**src/rtl/pim_pkg.sv**
```systemverilog
package pim_pkg;

   typedef enum logic [1:0] {
      DL_FIXED = 2'b00,
      DL_LREF  = 2'b01,
      DL_LZERO = 2'b10,
      DL_QUAD  = 2'b11
   } dl_mode_e;

   typedef enum logic [2:0] {
      PH_IDLE,
      PH_PWR,
      PH_SGAP,
      PH_LREF,
      PH_WAIT,
      PH_SYM,
      PH_WGAP
   } phase_e;

   function automatic int imax(input int a, input int b);
      return (a > b) ? a : b;
   endfunction

endpackage

```
**src/rtl/pim_symtime.sv**
```systemverilog
module pim_symtime
   import pim_pkg::*;
#(
   parameter int CW   = 13,
   parameter int T0   = 144,
   parameter int T1   = 400,
   parameter int T1LZ = 320,
   parameter int Q01  = 272,
   parameter int Q10  = 400,
   parameter int Q11  = 528
) (
   input  dl_mode_e      mode,
   input  logic [1:0]    sym,
   output logic [CW-1:0] dur
);

   always_comb begin
      unique case (mode)
         DL_QUAD: begin
            unique case (sym)
               2'b00:   dur = CW'(T0);
               2'b01:   dur = CW'(Q01);
               2'b10:   dur = CW'(Q10);
               default: dur = CW'(Q11);
            endcase
         end
         DL_LZERO: dur = sym[0] ? CW'(T1LZ) : CW'(T0);
         default:  dur = sym[0] ? CW'(T1)   : CW'(T0);
      endcase
   end

endmodule

```
**src/rtl/pim_downcnt.sv**
```systemverilog
module pim_downcnt #(
   parameter int CW = 13
) (
   input  logic          clk,
   input  logic          rst_n,
   input  logic          load,
   input  logic [CW-1:0] load_val,
   input  logic          tick,
   output logic          fin
);

   logic [CW-1:0] cnt_q;

   always_ff @(posedge clk) begin
      if (!rst_n)                     cnt_q <= '0;
      else if (load)                  cnt_q <= load_val;
      else if (tick && cnt_q != '0)   cnt_q <= cnt_q - 1'b1;
   end

   assign fin = tick && (cnt_q == CW'(1));

endmodule

```
**src/rtl/pim_seq.sv**
```systemverilog
module pim_seq
   import pim_pkg::*;
#(
   parameter int CW     = 13,
   parameter int PWR_T  = 5000,
   parameter int SGAP_T = 248,
   parameter int WGAP_T = 160,
   parameter int LREF_T = 1232
) (
   input  logic          clk,
   input  logic          rst_n,
   input  logic          start,
   input  logic [1:0]    mode,
   input  logic          sym_valid,
   input  logic          sym_last,
   input  logic [CW-1:0] sym_dur,
   input  logic          fin,
   output phase_e        phase,
   output dl_mode_e      mode_q,
   output logic          load,
   output logic [CW-1:0] load_val,
   output logic          ready,
   output logic          done,
   output logic          park
);

   phase_e nxt;
   logic   last_q;
   logic   take;

   assign take = ready && sym_valid;

   always_comb begin
      nxt      = phase;
      load     = 1'b0;
      load_val = '0;
      ready    = 1'b0;
      unique case (phase)
         PH_IDLE: if (start) begin
            nxt = PH_PWR; load = 1'b1; load_val = CW'(PWR_T);
         end
         PH_PWR: if (fin) begin
            nxt = PH_SGAP; load = 1'b1; load_val = CW'(SGAP_T);
         end
         PH_SGAP: if (fin) begin
            if (mode_q == DL_LREF) begin
               nxt = PH_LREF; load = 1'b1; load_val = CW'(LREF_T);
            end else begin
               ready = 1'b1;
               if (sym_valid) begin
                  nxt = PH_SYM; load = 1'b1; load_val = sym_dur;
               end else begin
                  nxt = PH_WAIT;
               end
            end
         end
         PH_LREF: if (fin) begin
            nxt = PH_WGAP; load = 1'b1; load_val = CW'(WGAP_T);
         end
         PH_WAIT: begin
            ready = 1'b1;
            if (sym_valid) begin
               nxt = PH_SYM; load = 1'b1; load_val = sym_dur;
            end
         end
         PH_SYM: if (fin) begin
            nxt = PH_WGAP; load = 1'b1; load_val = CW'(WGAP_T);
         end
         PH_WGAP: if (fin) begin
            if (last_q) begin
               nxt = PH_IDLE;
            end else begin
               ready = 1'b1;
               if (sym_valid) begin
                  nxt = PH_SYM; load = 1'b1; load_val = sym_dur;
               end else begin
                  nxt = PH_WAIT;
               end
            end
         end
         default: nxt = PH_IDLE;
      endcase
   end

   always_ff @(posedge clk) begin
      if (!rst_n) begin
         phase  <= PH_IDLE;
         mode_q <= DL_FIXED;
         last_q <= 1'b0;
         done   <= 1'b0;
         park   <= 1'b0;
      end else begin
         phase <= nxt;
         done  <= (phase == PH_WGAP) && fin && last_q;
         if (phase == PH_IDLE && start) begin
            mode_q <= dl_mode_e'(mode);
            last_q <= 1'b0;
            park   <= 1'b0;
         end
         if (take) last_q <= sym_last;
         if (phase == PH_WGAP && fin && last_q) park <= 1'b1;
      end
   end

endmodule

```
**src/rtl/pim_downlink.sv**
```systemverilog
module pim_downlink
   import pim_pkg::*;
#(
   parameter int UNIT_US   = 8,
   parameter int PWRUP_US  = 5000,
   parameter int SGAP_U    = 31,
   parameter int WGAP_U    = 20,
   parameter int T0_U      = 18,
   parameter int T1_U      = 50,
   parameter int T1LZ_U    = 40,
   parameter int Q01_U     = 34,
   parameter int Q10_U     = 50,
   parameter int Q11_U     = 66,
   parameter int LREF_X_U  = 136
) (
   input  logic       clk,
   input  logic       rst_n,
   input  logic       tick_us,
   input  logic [1:0] mode,
   input  logic       start,
   input  logic       sym_valid,
   output logic       sym_ready,
   input  logic [1:0] sym_val,
   input  logic       sym_last,
   output logic       field_en,
   output logic       busy,
   output logic       done
);

   localparam int SGAP_T = SGAP_U * UNIT_US;
   localparam int WGAP_T = WGAP_U * UNIT_US;
   localparam int T0_T   = T0_U * UNIT_US;
   localparam int T1_T   = T1_U * UNIT_US;
   localparam int T1LZ_T = T1LZ_U * UNIT_US;
   localparam int Q01_T  = Q01_U * UNIT_US;
   localparam int Q10_T  = Q10_U * UNIT_US;
   localparam int Q11_T  = Q11_U * UNIT_US;
   localparam int LREF_T = T0_T + LREF_X_U * UNIT_US;
   localparam int MAX_T  = imax(imax(imax(PWRUP_US, LREF_T), imax(SGAP_T, WGAP_T)),
                                imax(imax(T1_T, T1LZ_T), imax(Q10_T, Q11_T)));
   localparam int CW     = $clog2(MAX_T + 1);

   initial begin : elab_chk
      assert (UNIT_US > 0 && PWRUP_US > 0 && SGAP_U > 0 && WGAP_U > 0 && T0_U > 0)
         else $fatal(1, "pim_downlink: durations must be positive");
      assert (T1_U > 0 && T1LZ_U > 0 && Q01_U > 0 && Q10_U > 0 && Q11_U > 0)
         else $fatal(1, "pim_downlink: symbol times must be positive");
      assert (CW >= 2 && CW <= 31)
         else $fatal(1, "pim_downlink: counter width out of range");
   end

   phase_e        phase;
   dl_mode_e      mode_q;
   logic          load;
   logic [CW-1:0] load_val;
   logic [CW-1:0] sym_dur;
   logic          fin;
   logic          park;

   pim_symtime #(
      .CW(CW), .T0(T0_T), .T1(T1_T), .T1LZ(T1LZ_T),
      .Q01(Q01_T), .Q10(Q10_T), .Q11(Q11_T)
   ) u_symtime (
      .mode (mode_q),
      .sym  (sym_val),
      .dur  (sym_dur)
   );

   pim_downcnt #(.CW(CW)) u_cnt (
      .clk      (clk),
      .rst_n    (rst_n),
      .load     (load),
      .load_val (load_val),
      .tick     (tick_us),
      .fin      (fin)
   );

   pim_seq #(
      .CW(CW), .PWR_T(PWRUP_US), .SGAP_T(SGAP_T),
      .WGAP_T(WGAP_T), .LREF_T(LREF_T)
   ) u_seq (
      .clk       (clk),
      .rst_n     (rst_n),
      .start     (start),
      .mode      (mode),
      .sym_valid (sym_valid),
      .sym_last  (sym_last),
      .sym_dur   (sym_dur),
      .fin       (fin),
      .phase     (phase),
      .mode_q    (mode_q),
      .load      (load),
      .load_val  (load_val),
      .ready     (sym_ready),
      .done      (done),
      .park      (park)
   );

   assign busy     = (phase != PH_IDLE);
   assign field_en = (phase == PH_PWR) || (phase == PH_LREF) || (phase == PH_SYM) ||
                     ((phase == PH_IDLE) && park);

endmodule

```
**config.mk**
```make
export PLATFORM = sky130hd
export DESIGN_NAME = pim_downlink
export DESIGN_NICKNAME = d
export VERILOG_FILES = /design/src/rtl/pim_pkg.sv /design/src/rtl/pim_symtime.sv /design/src/rtl/pim_downcnt.sv /design/src/rtl/pim_seq.sv /design/src/rtl/pim_downlink.sv
export SDC_FILE = /design/constraint.sdc
export NUM_CORES = 1
export LEC_CHECK = 0
export ABC_AREA = 0
export CAP_MARGIN = 20
export CORE_MARGIN = 1
export CORE_UTILIZATION = 62
export CTS_BUF_LIST = sky130_fd_sc_hd__clkbuf_4 sky130_fd_sc_hd__clkbuf_8
export DETAILED_ROUTE_END_ITERATION = 6
export PLACE_DENSITY_LB_ADDON = 0.05
export SYNTH_ARGS = -nofsm -noshare
export SYNTH_HDL_FRONTEND = slang
export SYNTH_SLANG_ARGS = --single-unit
```
**constraint.sdc**
```tcl
create_clock -name clk -period 4.95 [get_ports clk]
set_input_delay 0.7425 -clock clk [delete_from_list [all_inputs] [get_ports clk]]
set_output_delay 0.7425 -clock clk [all_outputs]
set_load 0.01 [all_outputs]
```
==> metrics.yaml <==
grt_pass1_vias: 1381
core_area_sq_um: 2320
dp_hpwl_microns: 2930
placed_area_sq_um: 1700
critPathMaxStageDelay_ns: 0.60
grt_pass1_wl_microns: 6380
slowest_stage: "clkdlybuf4s50_1"
wirelength_microns: 3980
die_h_microns: 52.5
ioPinCount: 14
ir_worst_vdd_mv: 0.191
cp_data_required_time_ns: 4.21
synth_area_per_cell_sq_um: 7.65
synth_top_family_by_area: "simple AND/OR/NAND/NOR gates"
gp_congestion: 0.994
switching_share_pct: 38.2
num-nets-final: 228
cts_tree: "yes"
yosys_warnings: 0
io_buffers: 13
hp-class: "reg -> reg"
whs_ns: 0.510
holdBufCountCts: 0
outcome: "complete, no violations"
drive_gt1_share_pct: 8.53
power.switching_uw: 177
drt_iter0_drc: 91
netlist_instances: 207
final.setup.worst_slack_ns: 1.22
internal_power_uw: 286
ys_seq_area_share_pct: 26.6
synth_area_sq_um: 1580
worst_setup_path_end_kind: "output port"
dr.pass1.iters: 4
maxSlewHeadroom_pct: 41.6
ys_ff_latch: 21
seq_power_share_pct: 45.4
cap_violations: 0
diodes: 0
power_leakage_nw: 0.639
antenna_found_initial: 0
synthMuxAreaShare_pct: 2.53
clock_path_buffers: 2
hold_viol: 0
h-tree-depth: 1
synthAdderAreaFrac_pct: 4.74
num_vias: 1583
synth_compound_gate_area_share_pct: 24.4
finClkSkew_ns: 0.00191
synthSimpleGateAreaFrac_pct: 31.7
path_clk_slew_ns: 0.12
critPathLaunchType: "input pin"
cts_root_buf: "clkbuf_4"
rows: 17
grt_max_degree: 19
start_util_pct: 68.3
setup_tns_ns: 0
synth_xor_area_share_pct: 4.43
die-area_sq_um: 2760
post-route-period-util_pct: 75.4
die_w_microns: 52.5
worstSetupPathType: "in -> out"
crit_top_cell: "clkdlybuf4s50_1"
cp.arrival_ns: 2.99
ys_types: 51
area_growth_pct: 8.93
async_reset_ff_share_pct: 0
clkPwrFrac_pct: 18.0
clock.fmax_mhz: 268
final_cell_mix: "24 x nand2_1, 21 x dfxtp_1, 17 x nor2_1"
cts_buffers: 3
overflow: 0
fin_area_sq_um: 1720
ant_nets: 0
vias_per_cell: 6.62
cts_resized: 0
slew_violations: 0
insertion_delay_ns: 0.30
cellPowerDensity_nw_per_um2: 268
cts.sinks: 21
rsz0062_at_grt: "no"
place_ws_ns: 1.22
syn_nets: 223
grt_usage_pct: 32.0
min_period_ns: 3.73
synth_ff_type: "dfxtp_1"
cts_setup_buffers: 0
critPathMaxFanout: 9
synth_edf_count: 0
final-setup-viol-count: 0
combPwrFrac_pct: 36.6
tightestPinTransition_ns: 0.869
crit_chain: "clkdlybuf4s50_1 > and4bb_2 > nand4_4 > o41a_1 > nor2_1 > clkdlybuf4s50_1"
route.detailed.drc: 0
layout_commonest_cell: "nand2_1"
wl_per_cell_microns: 16.6
-- worst max-delay path: cells and delay by family --
family / cells / cell delay [ns]
buf+inv: 2 / 1.14
simple gates: 3 / 0.61
compound gates: 1 / 0.48
-- cell families after synthesis --
logic type / Yosys count
mux: 4
flops: 21
xor+xnor: 8
compound gates: 56
buf+inv: 23
simple gates: 89
fa+ha+maj: 6
-- state kept, by name (all words and copies together) (netlist names) --
name and cells:
u_seq.mode_q 2, u_seq.phase 3, u_seq.done 1, u_seq.last_q 1, u_cnt.cnt_q 13, u_seq.park 1
-- routing by layer --
metal	global-route usage, %	routed length (microns)	vias to the layer above
met5	0	0	-
met2	53.8	1860	66
li1	-	-	775
met4	14.5	116	0
met1	39.6	1780	729
met3	4.93	220	13
-- per-stage QoR --
stage / util [%] / instances / power (mW)
after floorplan: - / 207 / 0.333
after global placement: 73.2 / 235 / 0.368
after detailed placement: 73.2 / 235 / 0.377
after CTS: 74.4 / 239 / 0.459
after global routing: 74.4 / 239 / 0.489
final: 74.4 / 239 / 0.463
-- cell usage after synthesis (all sizes together) (4+ instances only) --
library cell | instances | area, sq um
inv | 10 | 37.5
a21oi | 16 | 80.1
a211oi | 6 | 45.0
ha | 6 | 75.1
nor4 | 4 | 40.0
nor2 | 17 | 63.8
or4 | 4 | 35.0
dfxtp | 21 | 420
o21ai | 7 | 35.0
or3 | 7 | 43.8
clkbuf | 11 | 41.3
xnor2 | 5 | 43.8
mux2i | 4 | 40.0
o31ai | 4 | 30.0
nand4 | 5 | 46.3
nand2 | 24 | 90.1
nand3 | 7 | 35.0
nor3 | 8 | 45.0
-- path summary, 6_finish.rpt --
check	from	to	slack [ns]	cells after the start
setup / recovery	tick_us	sym_ready	1.22	6
hold / removal	u_seq.park$_SDFFE_PN0P_	u_seq.park$_SDFFE_PN0P_	0.51	1
setup reg to reg	u_cnt.cnt_q[2]$_SDFFE_PN0P_	u_cnt.cnt_q[10]$_SDFFE_PN0P_	2.51	5
hold reg to reg	u_seq.park$_SDFFE_PN0P_	u_seq.park$_SDFFE_PN0P_	0.51	1
-- cell type report --
| cell class | count | area, sq um |
|---|---|---|
| Clock buffer | 3 | 22.5 |
| Clock inverter | 1 | 5.00 |
| Fill cell | 191 | 594 |
| Inverter | 10 | 37.5 |
| Multi-Input combinational cell | 163 | 1070 |
| Sequential cell | 21 | 420 |
| Tap cell | 28 | 35.0 |
| Timing Repair Buffer | 13 | 130 |
-- power groups by stage --
stage          logic (mW)  registers, mW  clock network [mW]
6_report            0.169          0.210              0.0834
2_1_floorplan       0.129          0.204                   0
5_1_grt             0.185          0.212              0.0915
4_1_cts             0.166          0.209              0.0842
3_5_place_dp        0.164          0.213                   0
3_3_place_gp        0.157          0.211                   0
Power figures use the tool's default switching activity.
